===== config.mk =====
export PLATFORM = sky130hd
export DESIGN_NAME = gpio_fsel_port
export DESIGN_NICKNAME = d
export VERILOG_FILES = /design/src/rtl/gpio_pkg.sv /design/src/rtl/gpio_sync.sv /design/src/rtl/gpio_regfile.sv /design/src/rtl/gpio_pad_mux.sv /design/src/rtl/gpio_fsel_port.sv
export SDC_FILE = /design/constraint.sdc
export NUM_CORES = 1
export LEC_CHECK = 0
export BUFFER_PORTS_ARGS = -buffer_cell sky130_fd_sc_hd__buf_2
export CAP_MARGIN = 20
export CORE_AREA = 8 8 231 145
export CTS_BUF_LIST = sky130_fd_sc_hd__clkbuf_8 sky130_fd_sc_hd__clkbuf_16
export CTS_CLUSTER_DIAMETER = 30
export DETAILED_ROUTE_END_ITERATION = 8
export DIE_AREA = 0 0 239 153
export GPL_TIMING_DRIVEN = 0
export PLACE_DENSITY = 0.7
export SETUP_SLACK_MARGIN = 0.1
export SLEW_MARGIN = 5
export SYNTH_ARGS = -nofsm -noshare
export SYNTH_HDL_FRONTEND = slang
export SYNTH_SLANG_ARGS = --single-unit
export TNS_END_PERCENT = 10

===== constraint.sdc =====
create_clock -name clk_i -period 2.1 [get_ports clk_i]
set_clock_uncertainty 0.05 [all_clocks]
set_input_delay 0.315 -clock clk_i [delete_from_list [all_inputs] [get_ports clk_i]]
set_output_delay 0.315 -clock clk_i [all_outputs]
set_load 0.005 [all_outputs]

===== src/rtl/gpio_pkg.sv =====
package gpio_pkg;
  localparam int DATA_W        = 32;
  localparam int FSEL_W        = 3;
  localparam int NUM_ALT       = 6;
  localparam int PINS_PER_FSEL = 10;
  localparam int PULL_W        = 2;
  localparam int PINS_PER_PULL = 16;

  localparam int ADDR_FSEL = 0;
  localparam int ADDR_SET  = 8;
  localparam int ADDR_CLR  = 9;
  localparam int ADDR_LEV  = 10;
  localparam int ADDR_PULL = 12;
  localparam int ADDR_PIN  = 32;

  typedef enum logic [FSEL_W-1:0] {
    FSEL_IN   = 3'd0,
    FSEL_OUT  = 3'd1,
    FSEL_ALT0 = 3'd2,
    FSEL_ALT1 = 3'd3,
    FSEL_ALT2 = 3'd4,
    FSEL_ALT3 = 3'd5,
    FSEL_ALT4 = 3'd6,
    FSEL_ALT5 = 3'd7
  } fsel_e;

  typedef enum logic [PULL_W-1:0] {
    PULL_NONE = 2'd0,
    PULL_DOWN = 2'd1,
    PULL_UP   = 2'd2,
    PULL_RSVD = 2'd3
  } pull_e;
endpackage


===== src/rtl/gpio_sync.sv =====
module gpio_sync #(
  parameter int WIDTH = 18
) (
  input  logic             clk_i,
  input  logic             rst_ni,
  input  logic [WIDTH-1:0] din_i,
  output logic [WIDTH-1:0] dout_o
);
  logic [WIDTH-1:0] meta_q, sync_q;
  logic [1:0]       warm_q;

  always_ff @(posedge clk_i or negedge rst_ni) begin
    if (!rst_ni) begin
      meta_q <= '0;
      sync_q <= '0;
    end else begin
      meta_q <= din_i;
      sync_q <= meta_q;
    end
  end

  assign dout_o = sync_q;

  // history depth tracker for the latency check
  always_ff @(posedge clk_i or negedge rst_ni) begin
    if (!rst_ni)              warm_q <= 2'd0;
    else if (warm_q != 2'd2)  warm_q <= warm_q + 2'd1;
  end

  p_two_flop_latency_r8: assert property (@(posedge clk_i) disable iff (!rst_ni)
    (warm_q == 2'd2) |-> (dout_o == $past(din_i, 2)));
endmodule


===== src/rtl/gpio_regfile.sv =====
module gpio_regfile
  import gpio_pkg::*;
#(
  parameter int NUM_PINS = 18,
  parameter int ADDR_W   = 8
) (
  input  logic                         clk_i,
  input  logic                         rst_ni,
  input  logic                         bus_req_i,
  input  logic                         bus_we_i,
  input  logic [ADDR_W-1:0]            bus_addr_i,
  input  logic [DATA_W-1:0]            bus_wdata_i,
  output logic [DATA_W-1:0]            bus_rdata_o,
  output logic                         bus_rvalid_o,
  input  logic [NUM_PINS-1:0]          level_i,
  output logic [NUM_PINS*FSEL_W-1:0]   fsel_o,
  output logic [NUM_PINS-1:0]          out_o,
  output logic [NUM_PINS*PULL_W-1:0]   pull_o
);
  localparam logic [ADDR_W-1:0] A_SET = ADDR_W'(ADDR_SET);
  localparam logic [ADDR_W-1:0] A_CLR = ADDR_W'(ADDR_CLR);
  localparam logic [ADDR_W-1:0] A_LEV = ADDR_W'(ADDR_LEV);

  fsel_e               fsel_q [NUM_PINS];
  pull_e               pull_q [NUM_PINS];
  logic [NUM_PINS-1:0] out_q;
  logic [DATA_W-1:0]   rd_word, rdata_q;
  logic                rvalid_q;
  logic                wr, rd;

  assign wr = bus_req_i &  bus_we_i;
  assign rd = bus_req_i & ~bus_we_i;

  always_ff @(posedge clk_i or negedge rst_ni) begin
    if (!rst_ni) begin
      for (int p = 0; p < NUM_PINS; p++) begin
        fsel_q[p] <= FSEL_IN;
        pull_q[p] <= PULL_NONE;
      end
      out_q <= '0;
    end else if (wr) begin
      for (int p = 0; p < NUM_PINS; p++) begin
        if (bus_addr_i == ADDR_W'(ADDR_FSEL + p / PINS_PER_FSEL))
          fsel_q[p] <= fsel_e'(bus_wdata_i[FSEL_W*(p%PINS_PER_FSEL) +: FSEL_W]);
        if (bus_addr_i == ADDR_W'(ADDR_PULL + p / PINS_PER_PULL))
          pull_q[p] <= pull_e'(bus_wdata_i[PULL_W*(p%PINS_PER_PULL) +: PULL_W]);
      end
      if (bus_addr_i == A_SET) out_q <= out_q |  bus_wdata_i[NUM_PINS-1:0];
      if (bus_addr_i == A_CLR) out_q <= out_q & ~bus_wdata_i[NUM_PINS-1:0];
    end
  end

  always_comb begin
    rd_word = '0;
    for (int p = 0; p < NUM_PINS; p++) begin
      if (bus_addr_i == ADDR_W'(ADDR_FSEL + p / PINS_PER_FSEL))
        rd_word[FSEL_W*(p%PINS_PER_FSEL) +: FSEL_W] = fsel_q[p];
      if (bus_addr_i == ADDR_W'(ADDR_PULL + p / PINS_PER_PULL))
        rd_word[PULL_W*(p%PINS_PER_PULL) +: PULL_W] = pull_q[p];
      if (bus_addr_i == ADDR_W'(ADDR_PIN + p))
        rd_word[0] = level_i[p];
    end
    if (bus_addr_i == A_LEV) rd_word[NUM_PINS-1:0] = level_i;
  end

  always_ff @(posedge clk_i or negedge rst_ni) begin
    if (!rst_ni) begin
      rdata_q  <= '0;
      rvalid_q <= 1'b0;
    end else begin
      rvalid_q <= rd;
      rdata_q  <= rd ? rd_word : '0;
    end
  end

  assign bus_rdata_o  = rdata_q;
  assign bus_rvalid_o = rvalid_q;

  always_comb begin
    for (int p = 0; p < NUM_PINS; p++) begin
      fsel_o[FSEL_W*p +: FSEL_W] = fsel_q[p];
      pull_o[PULL_W*p +: PULL_W] = pull_q[p];
    end
  end
  assign out_o = out_q;

  p_set_raises_r3: assert property (@(posedge clk_i) disable iff (!rst_ni)
    (wr && bus_addr_i == A_SET) |=>
      ((out_q & $past(bus_wdata_i[NUM_PINS-1:0])) == $past(bus_wdata_i[NUM_PINS-1:0])));
  p_set_keeps_r3: assert property (@(posedge clk_i) disable iff (!rst_ni)
    (wr && bus_addr_i == A_SET) |=>
      ((out_q & ~$past(bus_wdata_i[NUM_PINS-1:0])) == ($past(out_q) & ~$past(bus_wdata_i[NUM_PINS-1:0]))));
  p_clr_lowers_r4: assert property (@(posedge clk_i) disable iff (!rst_ni)
    (wr && bus_addr_i == A_CLR) |=> ((out_q & $past(bus_wdata_i[NUM_PINS-1:0])) == '0));
  p_latch_hold_r6: assert property (@(posedge clk_i) disable iff (!rst_ni)
    !(wr && (bus_addr_i == A_SET || bus_addr_i == A_CLR)) |=> $stable(out_q));
  p_wo_reads_zero_r11: assert property (@(posedge clk_i) disable iff (!rst_ni)
    (rd && (bus_addr_i == A_SET || bus_addr_i == A_CLR)) |=> (bus_rdata_o == '0));
  p_rvalid_follows_r12: assert property (@(posedge clk_i) disable iff (!rst_ni)
    rd |=> bus_rvalid_o);
  p_idle_zero_r12: assert property (@(posedge clk_i) disable iff (!rst_ni)
    !rd |=> (!bus_rvalid_o && bus_rdata_o == '0));
endmodule


===== src/rtl/gpio_pad_mux.sv =====
module gpio_pad_mux
  import gpio_pkg::*;
#(
  parameter int NUM_PINS = 18
) (
  input  logic                          clk_i,
  input  logic                          rst_ni,
  input  logic [NUM_PINS*FSEL_W-1:0]    fsel_i,
  input  logic [NUM_PINS-1:0]           out_i,
  input  logic [NUM_PINS*PULL_W-1:0]    pull_i,
  input  logic [NUM_PINS*NUM_ALT-1:0]   alt_out_i,
  input  logic [NUM_PINS*NUM_ALT-1:0]   alt_oe_i,
  output logic [NUM_PINS-1:0]           pad_out_o,
  output logic [NUM_PINS-1:0]           pad_oe_o,
  output logic [NUM_PINS-1:0]           pad_pu_o,
  output logic [NUM_PINS-1:0]           pad_pd_o,
  output logic [NUM_PINS*NUM_ALT-1:0]   alt_sel_o
);
  for (genvar g = 0; g < NUM_PINS; g++) begin : g_pin
    fsel_e              mode;
    pull_e              pull;
    logic [NUM_ALT-1:0] sel, a_out, a_oe;

    assign mode  = fsel_e'(fsel_i[FSEL_W*g +: FSEL_W]);
    assign pull  = pull_e'(pull_i[PULL_W*g +: PULL_W]);
    assign a_out = alt_out_i[NUM_ALT*g +: NUM_ALT];
    assign a_oe  = alt_oe_i[NUM_ALT*g +: NUM_ALT];

    always_comb begin
      for (int k = 0; k < NUM_ALT; k++)
        sel[k] = (mode == fsel_e'(FSEL_ALT0 + 3'(k)));
    end

    always_comb begin
      unique case (mode)
        FSEL_IN: begin
          pad_out_o[g] = out_i[g];
          pad_oe_o[g]  = 1'b0;
        end
        FSEL_OUT: begin
          pad_out_o[g] = out_i[g];
          pad_oe_o[g]  = 1'b1;
        end
        default: begin
          pad_out_o[g] = |(sel & a_out);
          pad_oe_o[g]  = |(sel & a_oe);
        end
      endcase
    end

    assign pad_pu_o[g] = (pull == PULL_UP);
    assign pad_pd_o[g] = (pull == PULL_DOWN);
    assign alt_sel_o[NUM_ALT*g +: NUM_ALT] = sel;

    p_input_undriven_r5: assert property (@(posedge clk_i) disable iff (!rst_ni)
      (fsel_i[FSEL_W*g +: FSEL_W] == 3'd0) |-> !pad_oe_o[g]);
    p_output_driven_r5: assert property (@(posedge clk_i) disable iff (!rst_ni)
      (fsel_i[FSEL_W*g +: FSEL_W] == 3'd1) |-> (pad_oe_o[g] && pad_out_o[g] == out_i[g]));
    p_alt_owner_r7: assert property (@(posedge clk_i) disable iff (!rst_ni)
      (fsel_i[FSEL_W*g +: FSEL_W] >= 3'd2) |->
        ($countones(alt_sel_o[NUM_ALT*g +: NUM_ALT]) == 1));
    p_no_owner_r7: assert property (@(posedge clk_i) disable iff (!rst_ni)
      (fsel_i[FSEL_W*g +: FSEL_W] < 3'd2) |-> (alt_sel_o[NUM_ALT*g +: NUM_ALT] == '0));
  end
endmodule


===== src/rtl/gpio_fsel_port.sv =====
module gpio_fsel_port
  import gpio_pkg::*;
#(
  parameter int NUM_PINS = 18,
  parameter int ADDR_W   = 8
) (
  input  logic                        clk_i,
  input  logic                        rst_ni,
  input  logic                        bus_req_i,
  input  logic                        bus_we_i,
  input  logic [ADDR_W-1:0]           bus_addr_i,
  input  logic [31:0]                 bus_wdata_i,
  output logic [31:0]                 bus_rdata_o,
  output logic                        bus_rvalid_o,
  input  logic [NUM_PINS-1:0]         pad_in_i,
  output logic [NUM_PINS-1:0]         pad_out_o,
  output logic [NUM_PINS-1:0]         pad_oe_o,
  output logic [NUM_PINS-1:0]         pad_pu_o,
  output logic [NUM_PINS-1:0]         pad_pd_o,
  output logic [NUM_PINS*6-1:0]       alt_sel_o,
  input  logic [NUM_PINS*6-1:0]       alt_out_i,
  input  logic [NUM_PINS*6-1:0]       alt_oe_i
);
  logic [NUM_PINS-1:0]        level;
  logic [NUM_PINS*FSEL_W-1:0] fsel;
  logic [NUM_PINS-1:0]        out_latch;
  logic [NUM_PINS*PULL_W-1:0] pull;

  gpio_sync #(.WIDTH(NUM_PINS)) u_sync (
    .clk_i  (clk_i),
    .rst_ni (rst_ni),
    .din_i  (pad_in_i),
    .dout_o (level)
  );

  gpio_regfile #(.NUM_PINS(NUM_PINS), .ADDR_W(ADDR_W)) u_regs (
    .clk_i        (clk_i),
    .rst_ni       (rst_ni),
    .bus_req_i    (bus_req_i),
    .bus_we_i     (bus_we_i),
    .bus_addr_i   (bus_addr_i),
    .bus_wdata_i  (bus_wdata_i),
    .bus_rdata_o  (bus_rdata_o),
    .bus_rvalid_o (bus_rvalid_o),
    .level_i      (level),
    .fsel_o       (fsel),
    .out_o        (out_latch),
    .pull_o       (pull)
  );

  gpio_pad_mux #(.NUM_PINS(NUM_PINS)) u_mux (
    .clk_i     (clk_i),
    .rst_ni    (rst_ni),
    .fsel_i    (fsel),
    .out_i     (out_latch),
    .pull_i    (pull),
    .alt_out_i (alt_out_i),
    .alt_oe_i  (alt_oe_i),
    .pad_out_o (pad_out_o),
    .pad_oe_o  (pad_oe_o),
    .pad_pu_o  (pad_pu_o),
    .pad_pd_o  (pad_pd_o),
    .alt_sel_o (alt_sel_o)
  );

  p_pull_exclusive_r10: assert property (@(posedge clk_i) disable iff (!rst_ni)
    (pad_pu_o & pad_pd_o) == '0);
endmodule


==> metrics, run 1 <==
Placed Area between 10000 and 15000 um^2; global route overflow 0; total track usage 24.0%; Top FF cell, synth dfrtp_1; drt wl/cell around 22 um; number of synthesized register bits between 150 and 200; ys async rst share 100%; die area between 30000 and 40000 um^2; CP bufs+invs 1; Via density about 5.3; Worst-path clk slew roughly 0.08 ns; Core Rows 50; Worst path slowest cell dfrtp_1; Post-Place Worst Slack -0.691 ns; Setup TNS -0.737 ns; die width between 200 and 250 um; area delta synth->final 46.5%; Max Clock Freq 0.444 GHz; Critical Setup Path Class flip-flop to output pin; CTS tree yes; min Tclk post-route about 2.3 ns; beginning of the worst hold path bus_wdata_i[31]; via count about 11k; Max Cap Viol 0; clock tree buffer depth 2; vias in the first global route approximately 11k; final setup fails 12; crit path capture type output pin; number of DRC violations after detailed-routing iteration 0 approximately 760; die height ~150 um; Post-synth EDFFs 0; Rel. slew slack 30.1%; fin crit share 107%; Mapped Avg Cell Area 9.07 um^2; worst hold path type input port to flip-flop; Crit Path Max Fanout 4; cts bufs inserted 17; final number of hold-violating endpoints 0; RSZ-0062 raised after global routing true; Pre-antenna DRT Iters 5; maximum number of pins on one net before global-route repair 110; violated checks setup timing; Worst EP arrival ~1.9 ns; # diodes 0; CTS root buf clkbuf_16; slew of the pin with the lowest slew margin between 1 and 1.5 ns; Detail Route Antenna Nets 0; CTS sink cnt about 180; GP Congestion slightly above 0.9; fin util 50.0%; # DRC 0; R2R Path Start u_regs.fsel_o[0]$_DFFE_PN0P_; Post-DP HPWL between 30000 and 40000 um; clock latency at the later pin of the worst-skew pair roughly 0.45 ns; core region area between 30000 and 40000 um^2; power after layout a little under 8 mW; synthesized net count 1418; io pins a little under 500; synth unique cells just over 50; Critical Path Start u_regs.fsel_o[36]$_DFFE_PN0P_; Seq/Total Area, Yosys between 40% and 50%; run status finished, violations left; maximum vdd drop around 490 uV; Synth Warn # 0; cell mode on critical path nand2_1; Synth Instances roughly 1.1k; Largest delay share family, worst path compound AO/OA/AOI/OAI gates; Port Buf Inserts 489; layout cell share with drive strength beyond 1 roughly 45%; Pins Over Slew Limit 0; power per cell area about 520 nW/um^2; Initial Utilization between 30 and 40%; final instance area 15100 um^2; fillers approximately 2.8k; Critical Path Max Stage Delay roughly 0.47 ns; H-tree lvl count 4; Critical Path RT 1.74 ns; antenna violations before repair 1; ordered cell list for the critical path nand2_1 > a21oi_2 > a211oi_2 > nand2_1 > a22oi_2 > o21ai_1 > buf_2; fin worst setup slack -0.152 ns; first-pass GRT wire length between 60000 and 70000 um; crit start category flip-flop; nets between 1.5k and 2k; final WL ~46000 um; Synth Cell Area slightly above 10000 um^2; leakage between 7 and 8 nW
[cell usage after synthesis (4+ instances only)]
library cell | count | share of area (%)
o22ai_1 | 14 | 0.85
o32a_1 | 5 | 0.48
mux2_1 | 50 | 5.4
nor3b_1 | 32 | 2.3
and3_1 | 21 | 1.3
o211ai_1 | 4 | 0.29
a221oi_1 | 4 | 0.34
nor2_1 | 108 | 3.9
buf_2 | 15 | 0.73
a21boi_0 | 13 | 0.94
a211oi_1 | 4 | 0.29
nor3_1 | 14 | 0.68
nor2b_1 | 48 | 2.9
buf_1 | 4 | 0.15
a22oi_1 | 37 | 2.7
a22o_1 | 5 | 0.42
inv_1 | 13 | 0.47
o21ai_0 | 66 | 3.2
nand3b_1 | 13 | 0.94
mux2_2 | 50 | 5.4
dfrtp_1 | 177 | 43
nand2b_1 | 22 | 1.3
and3b_1 | 24 | 2.0
nand3_1 | 22 | 1.1
nand2_1 | 142 | 5.2
mux2i_1 | 35 | 3.4
a31oi_1 | 27 | 1.6
a21oi_1 | 58 | 2.8
clkbuf_1 | 77 | 2.8
[logic make-up after synthesis]
group / synth area share, %
buffers and inverters: 4.36
AOI/OAI and AO/OA: 15.2
and+or+nand+nor: 23.1
muxes: 14.5
DFF: 42.8
[through the flow]
step / cells / hold WS, ns
final: 2138 / 0.0354
after CTS: 2120 / 0.0158
after detailed placement: 2046 / 0.252
after global placement: 2045 / 0.282
after floorplan: 1140 / -0.0306
after global routing: 2138 / 0.0254
[layer usage]
metal | vias up | part of all wire (%) | GRT usage [%]
li1 | 5195 | - | -
met1 | 5557 | 43 | 30.4
met2 | 509 | 48 | 40.6
met3 | 71 | 6.9 | 6.03
met4 | 2 | 1.9 | 5.56
met5 | - | 0.026 | 0
[final timing paths]
| kind | endpoint | cells after the start | slack, ns |
|---|---|---|---|
| setup / recovery | pad_oe_o[12] | 7 | -0.15 |
| setup reg to reg | u_regs.bus_rdata_o[0]$_DFF_PN0_ | 6 | 0.28 |
| min in group asynchronous | u_regs.fsel_o[33]$_DFFE_PN0P_ | 2 | 0.35 |
| hold / removal | u_regs.pull_o[31]$_DFFE_PN0P_ | 2 | 0.04 |
| max in group asynchronous | u_regs.fsel_o[21]$_DFFE_PN0P_ | 3 | 0.69 |
| hold reg to reg | u_sync.dout_o[15]$_DFF_PN0_ | 0 | 0.30 |
[placed cells by master (no fill, tap or decap), types with 12 or more instances in the layout]
cell type	synthesis	routed
o21ai_1	3	38
nor2_1	108	103
nand3b_1	13	13
clkbuf_1	77	15
nor3_1	14	13
mux2i_1	35	32
nand2_1	142	139
clkbuf_8	0	12
nand3_1	22	22
buf_4	3	44
clkbuf_2	0	21
dfrtp_1	177	156
a21oi_1	58	48
nand2b_1	22	21
nor3b_1	32	27
clkbuf_4	0	12
a31oi_1	27	27
mux2_2	50	43
mux2_1	50	50
dlygate4sd3_1	0	19
and3b_1	24	23
dfrtp_2	0	21
clkbuf_16	0	18
nor2b_1	48	47
and3_1	21	17
a22oi_1	37	35
buf_2	15	505
o21ai_0	66	30
[report_power, final]
group / switching [mW] / internal, mW
combinational: 0.604 / 0.570
clock: 1.58 / 1.58
sequential: 0.101 / 3.50
[layout make-up]
| class | instances | area, um^2 | area share [%] |
|---|---|---|---|
| timing repair buffer | 555 | 3070 | 20.3 |
| clock inverter | 15 | 141 | 0.933 |
| sequential | 177 | 4460 | 29.4 |
| buffer | 94 | 701 | 4.63 |
| tap | 416 | 520 | 3.44 |
| multi-input combinational | 851 | 5780 | 38.2 |
| clock buffer | 17 | 425 | 2.81 |
| inverter | 13 | 56.3 | 0.372 |
[repair_timing]
action                                  4_1_cts  5_1_grt
gates cloned                                  1        1
setup buffers                                27       17
pin swaps                                    43       37
resized for setup                           197       96
hold buffers                                 19        0
endpoints found under the setup margin      175      106
hold endpoints to repair                     86        0
Note: power is estimated with default switching activity, not from simulation.
==> run 2, diff against run 1 <==
--- a/config.mk
+++ b/config.mk
@@ -5,15 +5,15 @@
 export SDC_FILE = /design/constraint.sdc
 export NUM_CORES = 1
 export LEC_CHECK = 0
-export BUFFER_PORTS_ARGS = -buffer_cell sky130_fd_sc_hd__buf_2
 export CAP_MARGIN = 20
 export CORE_AREA = 8 8 231 145
 export CTS_BUF_LIST = sky130_fd_sc_hd__clkbuf_8 sky130_fd_sc_hd__clkbuf_16
 export CTS_CLUSTER_DIAMETER = 30
 export DETAILED_ROUTE_END_ITERATION = 8
 export DIE_AREA = 0 0 239 153
+export DONT_BUFFER_PORTS = 1
 export GPL_TIMING_DRIVEN = 0
-export PLACE_DENSITY = 0.7
+export PLACE_DENSITY = 0.56
 export SETUP_SLACK_MARGIN = 0.1
 export SLEW_MARGIN = 5
 export SYNTH_ARGS = -nofsm -noshare
==> metrics, run 2 (same netlist as run 1, synthesis figures left out) <==
Max Cap Viol 0 (unchanged); clock tree buffer depth 2 (unchanged); Crit Path Max Fanout 3 (-1); CTS root buf clkbuf_16; most frequent cells in the layout dfrtp_1 (152), nand2_1 (138), nor2_1 (99), mux2_1 (50), dlygate4sd3_1 (50); Max Clock Freq 0.452 GHz (+1.8%); run status finished, violations left; GP Congestion 0.920 (+1.7%); Critical Path RT 1.74 ns (about the same); slew of the pin with the lowest slew margin 0.988 ns (-0.0604 ns); # DRC 0 (unchanged); drt wl/cell 27.4 um (+26%); Rel. slew slack 34.1% (+4.0 points); Pre-antenna DRT Iters 5 (unchanged); fin worst setup slack -0.111 ns (+0.0409 ns); first-pass GRT wire length 65400 um (-4.5%); io pins 491 (unchanged); fin crit share 105% (-1.9 points); via count 9331 (-18%); Worst EP arrival 1.85 ns (-0.04 ns); maximum vdd drop 546 uV (+11%); min Tclk post-route 2.21 ns (-0.0409 ns); WHS -0.481 ns (-0.516 ns); Worst R2R Path Depth 6 (unchanged); leakage 5.55 nW (-29%); Detail Route Antenna Nets 0 (unchanged); nets 1506 (-24%); clock latency at the later pin of the worst-skew pair 0.45 ns (about the same); # diodes 0 (unchanged); H-tree lvl count 4 (unchanged); Pins Over Slew Limit 0 (unchanged); Worst-path clk slew 0.07 ns (about the same); cts bufs inserted 17 (unchanged); Core Rows 50 (unchanged); Post-DP HPWL 33600 um (-5.0%); maximum number of pins on one net before global-route repair 178 (+62%); reg-to-reg setup timing slack 0.28 ns (about the same); number of DRC violations after detailed-routing iteration 0 663 (-12%); Port Buf Inserts 0 (-100%); die area 36600 um^2 (unchanged); worst hold path type input port to async pin; total track usage 23.7% (-0.24 points); CTS tree yes; Critical Path Start u_regs.fsel_o[38]$_DFFE_PN0P_; leading cell type in the layout, fill and taps excluded dfrtp_1; cts-stage hold buffer count 50 (+31); Critical Setup Path Class flip-flop to output pin; reg2reg end u_regs.bus_rdata_o[0]$_DFF_PN0_; final number of hold-violating endpoints 177 (+177); die height 153 um (unchanged); Non-Filler Instances 1657 (-22%); Initial Utilization 34.2% (unchanged); crit start category flip-flop; RSZ-0062 raised after global routing true; crit path capture type output pin; area delta synth->final 25.5%; violated checks hold timing, setup timing; final setup fails 2 (-10); vias in the first global route 9484 (-16%); global route overflow 0 (unchanged); final instance area 13000 um^2 (-14%); Worst Setup EP pad_oe_o[12]; CTS sink cnt 177 (unchanged); Placed Area 10900 um^2 (-19%); final WL 45400 um (-2.3%); R2R Path Start u_regs.fsel_o[0]$_DFFE_PN0P_; power per cell area 623 nW/um^2 (+19%); power after layout 8.09 mW (+1.8%); Inst Count DP 1556 (-24%); core region area 30300 um^2 (unchanged); antenna violations before repair 3 (+2); die width 239 um (unchanged); Via density 5.63 (+6.2%); layout cell share with drive strength beyond 1 23.8% (-22 points)
run 2: changes by cell type in the layout (fill, tap and decap cells not counted), moves of 7 or more:
cell           previous run  this run
o21ai_1                  38        25
inv_8                     7         0
buf_2                   505        16
o21ai_2                   1         9
dlygate4sd3_1            19        50
buf_4                    44        30
run 2: worst min-delay path by stage:
stage	cells after the start	end
floorplan	0	async pin
global placement	0	u_sync.meta_q[9]$_DFF_PN0_
detailed placement	0	u_sync.meta_q[9]$_DFF_PN0_
CTS	0	u_regs.bus_rdata_o[9]$_DFF_PN0_
global route	0	u_regs.fsel_o[9]$_DFFE_PN0P_
finish	0	u_sync.meta_q[9]$_DFF_PN0_
run 2: report_power, final:
| part | switching, mW | total [mW] | internal (mW) |
|---|---|---|---|
| Clock | 1.51 | 3.68 | 2.17 |
| Combinational | 0.439 | 0.800 | 0.361 |
| Sequential | 0.104 | 3.61 | 3.51 |
| Total | 2.05 | 8.09 | 6.04 |
run 2: area by class of cell:
cell class,instances,area [um^2]
clock inverter,14,221
timing repair buffer,78,726
fill,2962,17300
multi-input combinational,851,5930
tap,416,520
sequential,177,4460
inverter,13,58.8
clock buffer,18,439
buffer,90,626
run 2: timing repair:
item                                   4_1_cts  5_1_grt
setup buffers                               23        5
setup endpoints to repair                  133       71
pin swaps                                   36       36
endpoints found under the hold margin      303      177
resized for setup                          183      117
run 2: routing by layer:
metal / global-route usage [%] / up-vias / wire length (um)
li1: - / 4236 / -
met1: 30.9 / 4669 / 19800
met2: 39.5 / 380 / 22000
met3: 6.39 / 40 / 3100
met4: 4.20 / 6 / 559
met5: 0 / - / 35
run 2: per-stage QoR:
stage | utilization (%) | worst slack (ns) | setup TNS [ns]
floorplan | - | 0.224 | 0
global placement | 35.9 | -0.569 | -27.96
detailed placement | 35.9 | -0.569 | -29.38
CTS | 41.7 | -0.0956 | -0.346
global route | 42.9 | -0.212 | -0.873
finish | 42.9 | -0.111 | -0.169
run 2: worst max-delay path, cell delays in order (launching register included):
cell      delay [ns]
dfrtp_2         0.47
nand3b_1        0.15
a21oi_2         0.07
a211oi_2        0.28
nand2_1         0.09
a22oi_1         0.20
o21ai_1         0.14
